--- src/rtl/diag_capture.sv ---
module diag_capture #(
  parameter int CH = 2,
  parameter int DW = 8,
  parameter int AW = 4,
  parameter int EW = 8,
  localparam int SW = CH * DW
) (
  input  logic          clk,
  input  logic          rst_n,
  input  logic          smp_valid,
  input  logic [SW-1:0] smp_data,
  input  logic          pm_trig,
  input  logic          pm_rearm,
  input  logic          obs_arm,
  input  logic          obs_trig,
  input  logic [15:0]   obs_div,
  input  logic          exc_we,
  input  logic [AW-1:0] exc_addr,
  input  logic [EW-1:0] exc_wdata,
  input  logic          rd_sel,
  input  logic [AW-1:0] rd_idx,
  output logic [SW-1:0] rd_data,
  output logic [EW-1:0] exc_out,
  output logic          exc_active,
  output logic          pm_armed,
  output logic          pm_frozen,
  output logic          pm_full,
  output logic          obs_armed,
  output logic          obs_busy,
  output logic          obs_full
);
  localparam int DEPTH = 1 << AW;

  logic [SW-1:0] pm_mem  [DEPTH];
  logic [SW-1:0] obs_mem [DEPTH];
  logic [EW-1:0] exc_mem [DEPTH];

  logic [AW-1:0] pm_wp, obs_wp, pm_addr;
  logic [15:0]   dcnt;
  logic          pm_wr, obs_take;

  assign pm_wr    = pm_armed && smp_valid && !pm_rearm;
  assign obs_take = obs_busy && smp_valid && (dcnt == 16'd0) && !obs_arm;

  // history buffer control
  always_ff @(posedge clk) begin
    if (!rst_n) begin
      pm_armed  <= 1'b1;
      pm_frozen <= 1'b0;
      pm_full   <= 1'b0;
      pm_wp     <= '0;
    end else if (pm_rearm) begin
      pm_armed  <= 1'b1;
      pm_frozen <= 1'b0;
      pm_full   <= 1'b0;
      pm_wp     <= '0;
    end else begin
      if (pm_wr) begin
        pm_wp <= pm_wp + 1'b1;
        if (pm_wp == '1) pm_full <= 1'b1;
      end
      if (pm_armed && pm_trig) begin
        pm_armed  <= 1'b0;
        pm_frozen <= 1'b1;
      end
    end
  end

  // observation buffer control
  always_ff @(posedge clk) begin
    if (!rst_n) begin
      obs_armed <= 1'b0;
      obs_busy  <= 1'b0;
      obs_full  <= 1'b0;
      obs_wp    <= '0;
      dcnt      <= '0;
    end else if (obs_arm) begin
      obs_armed <= 1'b1;
      obs_busy  <= 1'b0;
      obs_full  <= 1'b0;
      obs_wp    <= '0;
      dcnt      <= '0;
    end else begin
      if (obs_armed && obs_trig) begin
        obs_armed <= 1'b0;
        obs_busy  <= 1'b1;
        dcnt      <= '0;
      end
      if (obs_busy && smp_valid) begin
        dcnt <= (dcnt == obs_div) ? 16'd0 : dcnt + 16'd1;
        if (dcnt == 16'd0) begin
          obs_wp <= obs_wp + 1'b1;
          if (obs_wp == '1) begin
            obs_full <= 1'b1;
            obs_busy <= 1'b0;
          end
        end
      end
    end
  end

  always_ff @(posedge clk) begin
    if (pm_wr)    pm_mem[pm_wp]   <= smp_data;
    if (obs_take) obs_mem[obs_wp] <= smp_data;
    if (exc_we)   exc_mem[exc_addr] <= exc_wdata;
  end

  assign exc_active = obs_busy && (obs_wp != '0);
  assign exc_out    = exc_active ? exc_mem[obs_wp - 1'b1] : '0;

  assign pm_addr = pm_full ? pm_wp + rd_idx : rd_idx;
  assign rd_data = rd_sel ? obs_mem[rd_idx] : pm_mem[pm_addr];

  assert_pm_advance_R2: assert property (@(posedge clk) disable iff (!rst_n)
    pm_armed && smp_valid && !pm_rearm |=> pm_wp == $past(pm_wp) + 1'b1);

  assert_freeze_holds_R3: assert property (@(posedge clk) disable iff (!rst_n)
    pm_frozen && !pm_rearm |=> pm_frozen && $stable(pm_wp));

  assert_idle_trig_ignored_R6: assert property (@(posedge clk) disable iff (!rst_n)
    !obs_armed && !obs_busy && !obs_arm |=> !obs_busy);

  assert_decimate_skip_R7: assert property (@(posedge clk) disable iff (!rst_n)
    obs_busy && smp_valid && dcnt != 16'd0 && !obs_arm |=> $stable(obs_wp));

  assert_full_stays_R8: assert property (@(posedge clk) disable iff (!rst_n)
    obs_full && !obs_arm |=> obs_full && !obs_busy);

  assert_play_stops_R10: assert property (@(posedge clk) disable iff (!rst_n)
    $rose(obs_full) |-> !exc_active);
endmodule

--- config.mk ---
export PLATFORM = sky130hd
export DESIGN_NAME = diag_capture
export DESIGN_NICKNAME = d
export VERILOG_FILES = /design/src/rtl/diag_capture.sv
export SDC_FILE = /design/constraint.sdc
export NUM_CORES = 1
export LEC_CHECK = 0
export BUFFER_PORTS_ARGS = -buffer_cell sky130_fd_sc_hd__buf_2
export CAP_MARGIN = 20
export CORE_MARGIN = 3
export CORE_UTILIZATION = 50
export DETAILED_ROUTE_END_ITERATION = 10
export GPL_TIMING_DRIVEN = 0
export PLACE_DENSITY_LB_ADDON = 0.3
export SETUP_SLACK_MARGIN = 0.5
export SLEW_MARGIN = 20
export SYNTH_ARGS = -nofsm -noshare
export SYNTH_HDL_FRONTEND = slang
export SYNTH_SLANG_ARGS = --single-unit
--- constraint.sdc ---
create_clock -name clk -period 3.95 [get_ports clk]
set_input_delay 0.1975 -clock clk [delete_from_list [all_inputs] [get_ports clk]]
set_output_delay 0.1975 -clock clk [all_outputs]
set_load 0.01 [all_outputs]
Word-level counts from Yosys, hierarchy flattened
Memories as Yosys holds them, arrays and structs flattened.
Cells that the tools add are included.
- bits of input ports: 57
- bits in registers: 30
- RAM bits: 640
- output and inout bits: 31
- memories: 3
- logic and storage cells: 58
- mux-type cells: 18
- $add $sub $neg: 5
- eq/ne operators: 3
- bitwise operators: 1
- reduce and logical (&&, ||, !) cells: 19
- memories (name ; words ; width ; rd ports ; clocked after memory_dff ; wr ports ; line ; RTL):
    obs_mem ; 16 ; 16 ; 1 ; 0 ; 1 ; 35 ; logic [SW-1:0] obs_mem [DEPTH];
    pm_mem ; 16 ; 16 ; 1 ; 0 ; 1 ; 34 ; logic [SW-1:0] pm_mem [DEPTH];
    exc_mem ; 16 ; 8 ; 1 ; 0 ; 1 ; 36 ; logic [EW-1:0] exc_mem [DEPTH];
- operators by type and width (kind ; count):
    $mux 16 ; 4
    $add 16x1->16 const B ; 1
    $eq 16x16->1 ; 1
    $logic_not 16->1 ; 1
    $mux 1 ; 12
    $add 4x1->4 const B ; 2
    $eq 4x4->1 const B ; 2
    $logic_and 1x1->1 ; 8
    $mux 8 ; 1
    $add 4x4->4 ; 1
    $mux 4 ; 1
    $reduce_and 2->1 ; 2
    $reduce_bool 2->1 ; 2
    $reduce_bool 4->1 ; 1
    $reduce_or 2->1 ; 2
    $sub 4x1->4 const B ; 1
    $reduce_and 3->1 ; 1
    $logic_not 1->1 ; 2
    $not 1->1 ; 1

Longest topological paths before layout
- depth after elaboration: 5
- gate-level depth with buffers: 11
- depth with buffers taken out: 7

Least setup slack after synthesis
Ideal clock, no wire load.
- path type: register to output
- start point: reg obs_wp[0]
- end point: out exc_out[6]
- stages on the path, launching flop included: 12
- data arrival time: 2930 ps
- setup slack: 823 ps
- buffers on the path: 6
- required time: 3753 ps
- path through: dfxtp_1 buf_2 buf_4 buf_2 inv_1 ha_1 clkbuf_1 clkbuf_1 buf_2 mux4_2 mux2i_1 a211oi_1
- word-level cells in the longest chain between the ends: 3
- elaborated cells between the ends (all ways): 5
- classes of those cells: 1 x add/sub; 1 x mux; 2 x reduce/logical; 1 x memory
- RTL lines (what ; line ; RTL):
    start: declaration ; 38 ; logic [AW-1:0] pm_wp, obs_wp, pm_addr;
    start signal: assignment ; 92 ; obs_wp <= obs_wp + 1'b1;
    $sub 4x1->4 or $reduce_bool 4->1 (tied branches) ; 109, 108 ;
    $mem_v2 16x8 or $logic_and 1x1->1 (tied branches) ; n/a ;
    $mux 8 * ; 109 ; assign exc_out = exc_active ? exc_mem[obs_wp - 1'b1] : '0;
    end: declaration ; 23 ; output logic [EW-1:0] exc_out,
Mark *: on every way between the ends. The rest lies on a longest branch, timed or not.

Final worst setup path
- start point: reg pm_wp[0]
- end point: out rd_data[0]
- word-level cells in the longest chain between the ends: 4
- RTL lines (what ; line ; RTL):
    start: declaration ; 38 ;
    start signal: assignment ; 59 ; pm_wp <= pm_wp + 1'b1;
    $add 4x4->4 ; 111 ; assign pm_addr = pm_full ? pm_wp + rd_idx : rd_idx;
    $mux 4 ; 111 ;
    $mem_v2 16x16 ; n/a ;
    $mux 16 ; 112 ; assign rd_data = rd_sel ? obs_mem[rd_idx] : pm_mem[pm_addr];
    end: declaration ; 22 ; output logic [SW-1:0] rd_data,
Every way passes these cells.

==> impl_metrics.ini <==
[sta]
setup_viol = 0
hold_viol = 0
final.period_utilization_pct = 86.96
drv_slew = 0
rsz0062_at_grt = yes
tightest_slew_ns = 0.9459
finClkSkew_ns = 0.01969
max_slew_margin_pct = 36.36
post-route-min-period_ns = 3.435
fmax_mhz = 291.1
fin_ws_ns = 0.5151

[floorplanning]
die_w_um = 238.0
dieArea_um2 = 56660
start_util_pct = 50.92
die_h_um = 238.0
io_pins = 88
core_um2 = 52870
row_count = 84

[worst_setup_path]
endpoint = rd_data[0]
worstPathArrival_ns = 3.24
slowest_stage = fa_2
worstRegToRegCells = 8
end_kind = output pin
r2r_end = obs_mem[1][8]$_DFFE_PP_
crit_cells = 9
rrSetupSlack_ns = 0.69
worst_path_largest_cell_delay_ns = 0.48
path_class = reg2out
path_delay_family = adder cells
worstPathCellList = ha_4 > fa_2 > a21oi_4 > buf_12 > buf_12 > mux4_2 > mux2_4 > a221o_1 > buf_2
crit_top_cell = buf_12
cp-start-kind = register
r2r_start = dcnt[6]$_SDFFE_PP0P_
cp.buffers_inverters = 3
worstPathMaxFanout = 6
cp.required_ns = 3.75
worstSetupStartpoint = pm_wp[0]$_SDFFE_PP0P_

[status]
status = completed

[clock_tree]
htree_levels = 3
clock_sinks = 670
clockBufferDepth = 3
cts_root_buffer = clkbuf_16
cts_tree = built
clk_pin_slew_worst_paths_ns = 0.06
numCtsBuffers = 66
clock_latency_ns = 0.60

[synth]
synthesis.nets = 1491
yosysWarnings = 0
synth_ff_type = edfxtp_1
avgSynthCellArea_um2 = 18.97
yosys.area_share.xor_xnor_pct = 1.041
synth-compound-area-share_pct = 3.495
syn_area_um2 = 26920
synthDistinctLibCells = 54
synthDominantCellAreaShare_pct = 71.39
syn_inst = 1419
synth_edf_count = 640
synth_fa_ha_area_share_pct = 0.7251
synthMuxAreaShare_pct = 14.75
synthSimpleGateAreaFrac_pct = 4.657
synth_top_family_by_area = multiplexers
ys_seq_elements = 670
yosysTopAreaCell = edfxtp_1
ys_seq_area_share_pct = 73.62
synth-async-reset-ratio_pct = 0
synth_area_leaders = edfxtp_1 71%, mux4_2 9.9%, mux2i_1 2.6%

[final_layout]
design_area_um2 = 31760
fin_cells = 2384
seq_area_um2 = 19830
nets = 1721
final_cell_mix = 640 x edfxtp_1, 122 x mux4_2, 98 x nand2_1
areaGrowthSynthToFinish_pct = 17.99
fillers = 3746
drive_above_1_share_pct = 30.96
antenna_cells = 0
multiInputGateArea_um2 = 7131
final_common_cell = edfxtp_1

[detailed_routing]
drtPass1Iterations = 5
wl_um = 61930
drcViolationCount = 0
vias_per_cell = 6.000
detail-route-antenna-nets = 0
num_vias = 14300
drt-initial-drc-count = 1416
detail_route.wl_per_cell_um = 25.98

[grt]
grt_pass1_vias = 14490
globalRouteTotalUtil_pct = 22.10
grt_pass1_wl_um = 92510
grt_max_degree = 33
grt-ovfl-total = 0
antenna_found_initial = 2

[power_and_ir_drop]
switching_share_pct = 20.88
p_leak_nw = 10.63
power.density_nw_per_um2 = 459.9
peakVddDrop_mv = 0.2488
cellInternalPower_mw = 11.56
clkPwrFrac_pct = 41.0
p_comb_share_pct = 5.4
switchingPower_mw = 3.050
power_frac_seq_pct = 53.6

[placement]
dp.cells = 2232
post-place-ws_ns = -0.1877
gp_congestion = 0.8595
dpl-instance-area_um2 = 28760
hpwl_um = 39750
portBuffers = 85

[min_path]
hp-class = in2reg

[job]
maxCapViolCount = 0
[power by group through the flow]
stage | Clock (mW) | Combinational [mW] | Sequential (mW)
CTS | 6.10 | 0.770 | 7.83
global route | 6.40 | 0.837 | 7.82
floorplan | 0 | 0.368 | 7.98
detailed placement | 0 | 0.690 | 7.98
global placement | 0 | 0.670 | 7.98
finish | 6.00 | 0.787 | 7.83
[worst min path at each step]
stage	slack, ns	depth (start not counted)	endpoint	from
global placement	0.40	2	pm_armed$_SDFFE_PP1P_	pm_trig
finish	0.09	4	dcnt[1]$_SDFFE_PP0P_	smp_valid
global route	0.11	4	dcnt[1]$_SDFFE_PP0P_	smp_valid
floorplan	0.30	0	exc_mem[0][0]$_DFFE_PP_	exc_wdata[0]
detailed placement	0.41	2	pm_armed$_SDFFE_PP1P_	pm_trig
CTS	0.08	4	dcnt[1]$_SDFFE_PP0P_	smp_valid
[logic make-up (layout without fill, tap and decap cells)]
group / Yosys count / count (layout)
AO/OA/AOI/OAI: 112 / 112
XOR/XNOR: 32 / 32
adder cells (fa/ha/maj): 15 / 15
buffers and inverters: 94 / 371
flip-flops: 670 / 670
multiplexers: 228 / 228
AND/OR/NAND/NOR: 268 / 268
[synthesized netlist by cell type (16+ instances only)]
master and instances:
nor2_1 61, dfxtp_1 30, nor3_1 19, a221oi_1 16, nand3_1 25, mux4_2 118
a211oi_1 20, buf_2 20, clkbuf_1 39, xor2_1 24, edfxtp_1 640, mux2_2 30
nand2_1 98, a32o_1 16, mux2i_1 69
[area by class of cell]
| type | count | area share (%) |
|---|---|---|
| buffer | 79 | 1.899 |
| clock buffer | 84 | 5.676 |
| clock inverter | 31 | 0.7366 |
| inverter | 15 | 0.1773 |
| multi-input combinational | 655 | 22.45 |
| sequential | 670 | 62.42 |
| tap | 688 | 2.710 |
| timing repair buffer | 162 | 3.931 |
[state kept, by name, indices dropped and copies added, names as in the netlist]
| signal | cells |
|---|---|
| pm_armed | 1 |
| exc_mem | 128 |
| pm_mem | 256 |
| obs_full | 1 |
| dcnt | 16 |
| obs_busy | 1 |
| obs_wp | 4 |
| pm_full | 1 |
| pm_frozen | 1 |
| obs_armed | 1 |
| obs_mem | 256 |
| pm_wp | 4 |
[worst register-to-register path, cell delays in order, from the launching register on]
cell and delay [ns]:
dfxtp_1 0.29, clkbuf_1 0.19, nor4_1 0.57, nand2_1 0.18, nor4_4 0.39, nand2_1 0.27
nor3_2 0.59, buf_4 0.30, buf_4 0.18
[routing by layer]
| layer | track usage [%] | wire length (um) | vias to the layer above |
|---|---|---|---|
| met5 | 0 | 7 | - |
| met4 | 7.092 | 1666 | 2 |
| met3 | 3.675 | 4023 | 106 |
| met2 | 37.32 | 31350 | 581 |
| met1 | 29.82 | 24880 | 7395 |
| li1 | - | - | 6219 |
[per-stage QoR]
stage / setup TNS (ns) / hold WS (ns) / power, mW / utilization (%)
after floorplan: 0 / 0.2964 / 8.344 / -
after global placement: -78.43 / 0.3966 / 8.646 / 53.35
after detailed placement: -1.325 / 0.4142 / 8.668 / 54.40
after CTS: 0 / 0.07592 / 14.70 / 59.77
after global routing: 0 / 0.1133 / 15.06 / 60.08
final: 0 / 0.09464 / 14.61 / 60.08
[repair_timing]
item	CTS	global route
endpoints found under the setup margin	91	44
hold buffers	15	0
pin swaps	21	7
resized for setup	103	33
cloned	2	1
setup buffers	16	3
endpoints found under the hold margin	101	0
Note: power is estimated with default switching activity, not from simulation.
